<file path="config.mk">
export PLATFORM = sky130hd
export DESIGN_NAME = dual_wiper_i2c
export DESIGN_NICKNAME = d
export VERILOG_FILES = /design/src/rtl/dual_wiper_i2c.sv
export SDC_FILE = /design/constraint.sdc
export NUM_CORES = 1
export LEC_CHECK = 0
export BUFFER_PORTS_ARGS = -buffer_cell sky130_fd_sc_hd__buf_4
export CELL_PAD_IN_SITES_DETAIL_PLACEMENT = 0
export CELL_PAD_IN_SITES_GLOBAL_PLACEMENT = 1
export CORE_MARGIN = 3
export CORE_UTILIZATION = 30
export DETAILED_ROUTE_END_ITERATION = 16
export MAX_ROUTING_LAYER = met4
export PLACE_DENSITY = 0.59
export REMOVE_ABC_BUFFERS = 1
export SLEW_MARGIN = 5
export SYNTH_ARGS = -nofsm -noshare
export SYNTH_HDL_FRONTEND = slang
export SYNTH_SLANG_ARGS = --single-unit
</file>
<file path="constraint.sdc">
create_clock -name clk -period 2.4 [get_ports clk]
set_input_delay 0 -clock clk [delete_from_list [all_inputs] [get_ports clk]]
set_output_delay 0 -clock clk [all_outputs]
set_load 0.005 [all_outputs]
</file>
<file path="src/rtl/dual_wiper_i2c.sv">
module dual_wiper_i2c #(
  parameter logic [4:0] ADDR_HI  = 5'b01011,
  parameter logic [7:0] MID_CODE = 8'h80
) (
  input  logic       clk,
  input  logic       rst_n,
  input  logic       scl_i,
  input  logic       sda_i,
  input  logic [1:0] strap_i,
  output logic       sda_pull_o,
  output logic [7:0] wiper1_o,
  output logic [7:0] wiper2_o,
  output logic       shutdown_o,
  output logic       out1_o,
  output logic       out2_o
);

  localparam logic [3:0] LAST_BIT = 4'd8;
  localparam logic [3:0] ACK_BIT  = 4'd9;

  typedef enum logic [2:0] {S_IDLE, S_ADDR, S_INSTR, S_DATA, S_READ, S_WAIT} st_t;

  st_t        st;
  logic [2:0] scl_q, sda_q;
  logic [3:0] cnt;
  logic [7:0] sreg, txsh;
  logic       ack, drv, sel;

  wire scl_s = scl_q[1];
  wire scl_p = scl_q[2];
  wire sda_s = sda_q[1];
  wire sda_p = sda_q[2];

  wire scl_rise = scl_s & ~scl_p;
  wire scl_fall = ~scl_s & scl_p;
  wire start_c  = scl_s & scl_p & sda_p & ~sda_s;
  wire stop_c   = scl_s & scl_p & ~sda_p & sda_s;
  wire addr_hit = (sreg[7:1] == {ADDR_HI, strap_i});
  wire rx_state = (st == S_ADDR) || (st == S_INSTR) || (st == S_DATA);
  wire [7:0] rd_word = sel ? wiper2_o : wiper1_o;

  assign sda_pull_o = ack | drv;

  always_ff @(posedge clk or negedge rst_n) begin
    if (!rst_n) begin
      scl_q <= 3'b111;
      sda_q <= 3'b111;
    end else begin
      scl_q <= {scl_q[1:0], scl_i};
      sda_q <= {sda_q[1:0], sda_i};
    end
  end

  always_ff @(posedge clk or negedge rst_n) begin
    if (!rst_n) begin
      st         <= S_IDLE;
      cnt        <= '0;
      sreg       <= '0;
      txsh       <= '0;
      ack        <= 1'b0;
      drv        <= 1'b0;
      sel        <= 1'b0;
      wiper1_o   <= MID_CODE;
      wiper2_o   <= MID_CODE;
      shutdown_o <= 1'b0;
      out1_o     <= 1'b0;
      out2_o     <= 1'b0;
    end else if (start_c) begin
      st  <= S_ADDR;
      cnt <= '0;
      ack <= 1'b0;
      drv <= 1'b0;
    end else if (stop_c) begin
      st  <= S_IDLE;
      cnt <= '0;
      ack <= 1'b0;
      drv <= 1'b0;
    end else if (rx_state) begin
      if (scl_rise && cnt < LAST_BIT) begin
        sreg <= {sreg[6:0], sda_s};
        cnt  <= cnt + 4'd1;
      end
      if (scl_fall && cnt == LAST_BIT) begin
        if (st != S_ADDR || addr_hit) begin
          ack <= 1'b1;
          cnt <= ACK_BIT;
        end else begin
          st <= S_WAIT;
        end
      end
      if (scl_rise && cnt == ACK_BIT) begin
        if (st == S_INSTR) begin
          sel        <= sreg[7];
          shutdown_o <= sreg[5];
          out1_o     <= sreg[4];
          out2_o     <= sreg[3];
          if (sreg[6] && sreg[7])  wiper2_o <= MID_CODE;
          if (sreg[6] && !sreg[7]) wiper1_o <= MID_CODE;
        end else if (st == S_DATA) begin
          if (sel) wiper2_o <= sreg;
          else     wiper1_o <= sreg;
        end
      end
      if (scl_fall && cnt == ACK_BIT) begin
        ack <= 1'b0;
        cnt <= '0;
        if (st == S_ADDR && sreg[0]) begin
          st   <= S_READ;
          txsh <= rd_word;
          drv  <= ~rd_word[7];
        end else if (st == S_ADDR) begin
          st <= S_INSTR;
        end else if (st == S_INSTR) begin
          st <= S_DATA;
        end else begin
          st <= S_WAIT;
        end
      end
    end else if (st == S_READ && scl_fall) begin
      if (cnt == 4'd7) begin
        drv <= 1'b0;
        cnt <= '0;
        st  <= S_WAIT;
      end else begin
        cnt  <= cnt + 4'd1;
        txsh <= {txsh[6:0], 1'b0};
        drv  <= ~txsh[6];
      end
    end
  end

  p_idle_quiet_r2: assert property (@(posedge clk) disable iff (!rst_n)
    (st == S_IDLE) |-> !sda_pull_o);

  p_stop_idle_r2: assert property (@(posedge clk) disable iff (!rst_n)
    (stop_c && !start_c) |=> (st == S_IDLE && !sda_pull_o));

  p_ack_match_r3: assert property (@(posedge clk) disable iff (!rst_n)
    (st == S_ADDR && sda_pull_o) |-> addr_hit);

  p_shd_instr_r7: assert property (@(posedge clk) disable iff (!rst_n)
    !$stable(shutdown_o) |-> ($past(st) == S_INSTR));

  p_out_instr_r8: assert property (@(posedge clk) disable iff (!rst_n)
    (!$stable(out1_o) || !$stable(out2_o)) |-> ($past(st) == S_INSTR));

  p_wiper_write_r9: assert property (@(posedge clk) disable iff (!rst_n)
    (!$stable(wiper1_o) || !$stable(wiper2_o)) |-> ($past(st) == S_INSTR || $past(st) == S_DATA));

  p_read_still_r10: assert property (@(posedge clk) disable iff (!rst_n)
    (st == S_READ) |=> ($stable(wiper1_o) && $stable(wiper2_o) && $stable(shutdown_o)));

  p_read_scl_low_r10: assert property (@(posedge clk) disable iff (!rst_n)
    (st == S_READ && $changed(drv)) |-> !scl_s);

endmodule

</file>
==> flow_summary.ini, run 1 <==
[clocking]
root_buffer = clkbuf_8
path_clk_slew_ns = 0.10
insertion_delay_ns = 0.31
post_cts_buffers = 0
htreeDepth = 2
cts_buffers = 5
cts_tree = built
cts_num_sinks = 50
clk_path_buf_depth = 2

[grt]
grt_max_degree = 51
grt_pass1_vias = 1842
antenna_found_initial = 0
overflow = 0
grt_pass1_wl_mm = 9.84
track_usage_pct = 12.9

[finish]
seq_area_mm2 = 0.00126
area_growth_pct = 18.3
nets = 265
layout-drive-gt1-share_pct = 39.3
multi_input_area_mm2 = 0.00126
antenna_cells = 0
stdcell_count = 362
fill_cells = 834

[sta]
fin_tns_setup_ns = 0
worstMarginPinSlew_ns = 0.643
finalHoldViolations = 0
period_minus_slack_ns = 2.20
slew_headroom_pct = 57.1
fin_skew_ns = 0.0148
hold_slack_ns = 0.249
setup_viol = 0
rsz0062_at_grt = false
max_freq_ghz = 0.455
slew_violations = 0
period_share_pct = 91.7

[floorplanning]
coreArea_mm2 = 0.00834
fp.dieH_um = 99.3
fp.dieArea_mm2 = 0.00986
io_pins = 26
die_w_um = 99.3
start_util_pct = 31.3
rows = 33

[drt]
avgViaCountPerCell = 5.05
drtIter0Drc = 87
wl_mm = 5.90
dr.pass1.iters = 4
ant_nets = 0
vias = 1827
wl_per_cell_um = 16.3
drc = 0

[placed_design]
port_buffers = 25
place.gp.congestion = 0.785
place_hpwl_mm = 4.31
place_inst = 351

[synth]
synth-main-ff-cell = dfrtp_1
ys_ff_latch = 50
yosysSeqAreaShare_pct = 48.3
synth_area_per_cell_um2 = 11.7
synth_edf_count = 0
yosysWarnings = 0
synth_area_leaders = dfrtp_1, mux2_2, dfstp_2
post-synth-top-area-fraction_pct = 40.2
ys_types = 57
synthArstFlopShare_pct = 100
synthesis.area_mm2 = 0.00261
yosys.area.top_type = dfrtp_1
syn_inst = 223

[setup_path]
cp_max_fo = 13
cp.buffers_inverters = 0
critPathKind = register to register
cpPeakStageDelay_ns = 0.53
slowest_stage = or3b_1
crit_family = simple AND/OR/NAND/NOR gates
critPathCaptureType = register
cp.arrival_ns = 2.40
start_kind = register
critical_path.cell_chain = or3b_1 -> or2_2 -> a21oi_4 -> mux2_2
critical_path_required_ns = 2.60

[power]
irDropWorstVdd_mv = 0.275
intPower_w = 0.00169
pwr_density_cell_mw_per_mm2 = 829
power_leakage_nw = 1.38
p_total_w = 0.00256
clockPowerShare_pct = 25.0
p_comb_share_pct = 31.6
p_switching_w = 0.000876
seqPwrFrac_pct = 43.3
p_sw_share_pct = 34.2

[min_path]
hold_path.class = input pin to async pin

[job]
maxCapViolCount = 0

[outcome]
status = finished clean
flip-flops by register name, indices dropped and copies added (netlist names):
| register | cells |
|---|---|
| ack | 1 |
| cnt | 4 |
| drv | 1 |
| out1_o | 1 |
| out2_o | 1 |
| scl_q | 3 |
| sda_q | 3 |
| sel | 1 |
| shutdown_o | 1 |
| sreg | 8 |
| st | 3 |
| txsh | 7 |
| wiper1_o | 8 |
| wiper2_o | 8 |
what timing repair did:
action,4_1_cts,5_1_grt
gates resized for setup,0,0
hold endpoints to repair,44,0
hold buffers,3,0
power by group through the flow:
stage               sequential, W  combinational [W]  clock, W
floorplan                 0.00109           0.000543         0
global placement          0.00113           0.000811         0
detailed placement        0.00112           0.000803         0
CTS                       0.00111           0.000812  0.000665
global route              0.00113           0.000894  0.000695
finish                    0.00111           0.000811  0.000641
synth_stat cells (2+ instances only):
| master | instances |
|---|---|
| nand3b_1 | 3 |
| nor2_1 | 5 |
| dfrtp_1 | 42 |
| buf_4 | 3 |
| o2bb2ai_1 | 2 |
| inv_1 | 8 |
| ha_1 | 3 |
| and2_2 | 2 |
| a41oi_1 | 2 |
| a211oi_1 | 2 |
| or2_2 | 2 |
| nor4_1 | 2 |
| mux2i_1 | 11 |
| and3b_1 | 2 |
| or3b_2 | 2 |
| mux2_2 | 35 |
| nand3_1 | 2 |
| nand2_1 | 17 |
| o21ai_0 | 11 |
| nor3b_1 | 2 |
| nor3_1 | 2 |
| dfstp_2 | 8 |
| clkbuf_1 | 2 |
| xor2_1 | 4 |
| a21oi_1 | 3 |
| nand4_1 | 3 |
| and2_1 | 8 |
| buf_2 | 6 |
layer usage:
metal  wire length, um  global-route usage [%]
met5                 0                       -
met4                55                    3.47
met1              2810                    18.1
met3               141                    2.10
met2              2890                    19.5
final timing paths:
kind / startpoint / endpoint / slack (ns) / cells after the start
worst max-delay path: st[2] / wiper2_o[3] / 0.20 / 4
worst min-delay path: rst_n / wiper2_o[5] / 0.25 / 2
worst max register to register: st[2] / wiper2_o[3] / 0.20 / 4
worst min register to register: scl_q[0] / scl_q[1] / 0.36 / 0
max in group asynchronous: rst_n / cnt[3] / 1.70 / 2
min in group clk: sda_i / sda_q[0] / 0.33 / 2
placed cells by master (no fill, tap or decap), types with 4 or more instances in the layout:
master	synthesis	layout
dfrtp_1	42	42
mux2_2	35	35
buf_4	3	34
nand2_1	17	17
o21ai_0	11	11
mux2i_1	11	11
inv_1	8	8
and2_1	8	8
dfstp_2	8	8
clkbuf_8	0	6
nor2_1	5	5
xor2_1	4	4
stage by stage:
step	util [%]	setup WS, ns	area (um2)
2_1_floorplan	-	-0.0328	2550
3_3_place_gp	35.2	0.238	2940
3_5_place_dp	35.2	0.205	2940
4_1_cts	37.1	0.193	3090
5_1_grt	37.1	0.0628	3090
6_report	37.1	0.200	3090
area by class of cell:
| type | count | share of cell area, % |
|---|---|---|
| clock buffers | 6 | 2.67 |
| clock inverters | 2 | 1.26 |
| inverters | 8 | 0.972 |
| multi-input cells | 154 | 40.8 |
| flip-flops and latches | 50 | 40.8 |
| well taps | 105 | 4.25 |
| repair buffers | 37 | 9.23 |
worst reg2reg max path, stage by stage (launching register included):
cell and delay [ns]:
dfrtp_1 0.51, or3b_1 0.54, or2_2 0.37, a21oi_4 0.31, mux2_2 0.37
logic make-up (layout without fill, tap and decap cells):
group	count (synthesis)	after routing	synth area share, %
multiplexers	46	46	19.3
adder cells (fa/ha/maj)	3	3	1.44
AND/OR/NAND/NOR	62	62	14.6
buffers and inverters	19	53	3.45
AO/OA/AOI/OAI	38	38	11.3
flip-flops	50	50	48.3
XOR/XNOR	5	5	1.68
Power figures use the tool's default switching activity.
==> run 2, diff against run 1 <==
--- a/config.mk
+++ b/config.mk
@@ -8,7 +8,7 @@
 export BUFFER_PORTS_ARGS = -buffer_cell sky130_fd_sc_hd__buf_4
 export CELL_PAD_IN_SITES_DETAIL_PLACEMENT = 0
 export CELL_PAD_IN_SITES_GLOBAL_PLACEMENT = 1
-export CORE_MARGIN = 3
+export CORE_MARGIN = 4
 export CORE_UTILIZATION = 30
 export DETAILED_ROUTE_END_ITERATION = 16
 export MAX_ROUTING_LAYER = met4
==> flow_summary.ini, run 2 (synthesis gave the netlist of run 1 again) <==
[outcome]
status = finished clean

[drt]
drtIter0Drc = 120
vias = 1882
wl_mm = 5.99
ant_nets = 0
drc = 0
dr.pass1.iters = 4
avgViaCountPerCell = 5.14
wl_per_cell_um = 16.4

[setup_path]
cp.arrival_ns = 2.36
cp_max_fo = 8
start_kind = register
critPathCaptureType = register
critical_path_required_ns = 2.59
critPathKind = register to register

[finish]
final_util_pct = 37.4
seq_area_mm2 = 0.00126
layout-drive-gt1-share_pct = 40.2
antenna_cells = 0
reg.largest.list = sreg (8), wiper1_o (8), wiper2_o (8)
final_common_cell = dfrtp_1
stdcell_count = 366
layout_common_cells = dfrtp_1, buf_4, mux2_2, nand2_1
multi_input_area_mm2 = 0.00126
area_growth_pct = 19.4
nets = 269
fill_cells = 835

[placed_design]
place_hpwl_mm = 4.41
place.gp.congestion = 0.844
place_inst = 355
port_buffers = 25

[grt]
overflow = 0
track_usage_pct = 12.9
grt_pass1_vias = 1919
antenna_found_initial = 0
grt_max_degree = 51
grt_pass1_wl_mm = 10.1

[clocking]
cts_tree = built
cts_num_sinks = 50
post_cts_buffers = 0
htreeDepth = 2
path_clk_slew_ns = 0.10
cts_buffers = 5
clk_path_buf_depth = 2
insertion_delay_ns = 0.31
cts_resized = 0
root_buffer = clkbuf_8

[sta]
max_freq_ghz = 0.462
slew_headroom_pct = 56.8
finalHoldViolations = 0
period_minus_slack_ns = 2.17
worstMarginPinSlew_ns = 0.648
period_share_pct = 90.2
rsz0062_at_grt = false
fin_skew_ns = 0.00896
setup_viol = 0
slew_violations = 0

[power]
irDropWorstVdd_mv = 0.238
power_leakage_nw = 1.40
pwr_density_cell_mw_per_mm2 = 825

[job]
maxCapViolCount = 0

[floorplanning]
rows = 33
io_pins = 26
coreArea_mm2 = 0.00834
fp.dieArea_mm2 = 0.0103
die_w_um = 101
start_util_pct = 31.3
fp.dieH_um = 101

[min_path]
hold_path.class = input pin to async pin
==> run 2: cell types whose count changed in the layout (fill, tap and decap cells not counted), sizes merged <==
cell and change:
buf +4
==> run 2: stage by stage <==
step | hold WS, ns | power, W | setup WS, ns | cell area (um2) | setup TNS [ns]
2_1_floorplan | -0.296 | 0.00163 | -0.0328 | 2550 | -0.197
3_3_place_gp | 0.0786 | 0.00195 | 0.298 | 2970 | 0
3_5_place_dp | 0.0786 | 0.00194 | 0.289 | 2970 | 0
4_1_cts | 0.282 | 0.00260 | 0.269 | 3120 | 0
5_1_grt | 0.313 | 0.00276 | 0.107 | 3120 | 0
6_report | 0.245 | 0.00257 | 0.235 | 3120 | 0
==> run 2: path summary, 6_finish.rpt <==
kind / startpoint / to / slack, ns / depth (start not counted)
max: scl_q[2] / txsh[6] / 0.23 / 4
max in group asynchronous: rst_n / drv / 1.70 / 2
min: rst_n / cnt[2] / 0.24 / 2
min in group clk: sda_i / sda_q[0] / 0.33 / 2
min reg2reg: scl_q[0] / scl_q[1] / 0.36 / 0
max reg2reg: scl_q[2] / txsh[6] / 0.23 / 4
==> run 2: timing repair <==
action | CTS | global route
endpoints found under the hold margin | 44 | 0
hold buffers | 3 | 0
setup endpoints to repair | 0 | 0
==> run 2: report_power, final <==
group	internal (W)	total [W]	switching, W
Sequential	0.000962	0.00112	0.000155
Clock	0.000343	0.000639	0.000296
Combinational	0.000391	0.000817	0.000426
Total	0.00170	0.00257	0.000877
==> run 2: cell type report <==
cell class	instances	area share, %
timing repair buffer	41	10.1
clock buffer	6	2.65
inverter	8	0.962
sequential	50	40.4
multi-input combinational	154	40.4
clock inverter	2	1.24
tap	105	4.21
==> run 2: per-layer routing <==
metal	wire length (um)	vias to the layer above	track usage (%)
met2	2880	33	19.5
met5	0	-	-
met1	2880	954	17.7
met4	111	0	4.40
li1	-	885	-
met3	129	10	2.07
==> run 2: worst max-delay path, cell delays in order (launching register included) <==
cell      delay, ns
dfstp_2        0.61
nor2b_1        0.26
nand4_1        0.27
a221oi_4       0.52
mux2_2         0.39
==> run 3, diff against run 2 <==
--- a/config.mk
+++ b/config.mk
@@ -8,6 +8,7 @@
 export BUFFER_PORTS_ARGS = -buffer_cell sky130_fd_sc_hd__buf_4
 export CELL_PAD_IN_SITES_DETAIL_PLACEMENT = 0
 export CELL_PAD_IN_SITES_GLOBAL_PLACEMENT = 1
+export CORE_ASPECT_RATIO = 0.8
 export CORE_MARGIN = 4
 export CORE_UTILIZATION = 30
 export DETAILED_ROUTE_END_ITERATION = 16
==> flow_summary.ini, run 3 (synthesis gave the netlist of run 1 again) <==
[outcome]
status = finished clean

[power]
p_total_w = 0.00252
power_leakage_nw = 1.37
seqPwrFrac_pct = 44.2
p_sw_share_pct = 34.3
intPower_w = 0.00165
p_switching_w = 0.000863
clockPowerShare_pct = 23.4
pwr_density_cell_mw_per_mm2 = 815
irDropWorstVdd_mv = 0.309
p_comb_share_pct = 32.4

[sta]
fin_tns_setup_ns = 0
max_freq_ghz = 0.450
hold_slack_ns = 0.271
period_share_pct = 92.5
rsz0062_at_grt = false
worstMarginPinSlew_ns = 0.639
slew_violations = 0
setup_viol = 0
period_minus_slack_ns = 2.22
slew_headroom_pct = 57.0
finalHoldViolations = 0
setup_ws_ns = 0.179
fin_skew_ns = 0.00895

[clocking]
insertion_delay_ns = 0.30
post_cts_buffers = 0
path_clk_slew_ns = 0.10
htreeDepth = 2
cts_tree = built
cts_num_sinks = 50
cts_buffers = 5
root_buffer = clkbuf_8
cts-hold-fix-buffers = 3
clk_path_buf_depth = 2
cts_resized = 0

[finish]
layout-drive-gt1-share_pct = 38.9
fin_area_mm2 = 0.00309
layout_common_cells = dfrtp_1, mux2_2, buf_4, nand2_1
reg.largest.list = sreg (8), wiper1_o (8), wiper2_o (8)
antenna_cells = 0
nets = 265
final_common_cell = dfrtp_1
area_growth_pct = 18.2

[placed_design]
port_buffers = 25
place.gp.congestion = 0.755
pre_cts_slack_ns = 0.199
post_dp_cell_area_mm2 = 0.00295
place_hpwl_mm = 4.29

[job]
maxCapViolCount = 0

[floorplanning]
start_util_pct = 30.8
die_w_um = 112
io_pins = 26
fp.dieArea_mm2 = 0.0103
rows = 30
coreArea_mm2 = 0.00848
fp.dieH_um = 91.5

[drt]
drc = 0
avgViaCountPerCell = 4.82
drtIter0Drc = 140
dr.pass1.iters = 4
ant_nets = 0
wl_mm = 5.91
wl_per_cell_um = 16.0
vias = 1777

[grt]
track_usage_pct = 12.5
grt_max_degree = 51
grt_pass1_vias = 1810
overflow = 0
grt_pass1_wl_mm = 9.96
antenna_found_initial = 0

[setup_path]
critPathCaptureType = register
cp.arrival_ns = 2.41
cp_max_fo = 7
start_kind = register
critical_path_required_ns = 2.59
critPathKind = register to register

[min_path]
hold_path.class = input pin to async pin
## run 3: cell types whose count changed in the layout (fill, tap and decap cells not counted), sizes merged
cell,previous run,this run
clkinvlp,0,1
buf,38,34
inv,9,8
## run 3: metrics by stage
stage | utilization, % | std cells
floorplan | - | 212
global placement | 34.7 | 358
detailed placement | 34.7 | 358
CTS | 36.4 | 369
global route | 36.4 | 369
finish | 36.4 | 369
## run 3: power groups by stage
stage,clock network [W],registers (W),logic (W)
final,0.000590,0.00111,0.000814
after global routing,0.000659,0.00114,0.000908
after CTS,0.000618,0.00111,0.000813
after detailed placement,0,0.00113,0.000803
after global placement,0,0.00113,0.000817
after floorplan,0,0.00109,0.000543
## run 3: worst max-delay path, stage by stage, from the launching register on
cell	delay, ns
dfrtp_1	0.41
inv_1	0.11
ha_1	0.15
and3b_1	0.29
nand4_1	0.25
a221oi_4	0.52
mux2_2	0.39
## run 3: routing by layer
metal | up-vias | routed length [um] | GRT usage [%]
met5 | - | 0 | -
met4 | 0 | 23 | 2.40
met3 | 2 | 218 | 2.80
met2 | 27 | 2490 | 16.6
met1 | 875 | 3170 | 19.3
li1 | 873 | - | -
## run 3: final cells by class
cell class                 instances  area, um2
clock buffer                       6       72.6
clock inverter                     2       37.5
fill                             875       5400
inverter                           8       30.0
multi-input combinational        154       1260
sequential                        50       1260
tap                              112        140
timing repair buffer              37        285
## run 3: path summary, 6_finish.rpt
check,startpoint,to,slack [ns],cells past startpoint
worst max register to register,cnt[1],txsh[4],0.18,6
max in group asynchronous,rst_n,wiper1_o[0],1.69,2
worst max-delay path,cnt[1],txsh[4],0.18,6
min in group clk,scl_i,scl_q[0],0.35,2
worst min register to register,scl_q[0],scl_q[1],0.36,0
worst min-delay path,rst_n,cnt[2],0.27,2
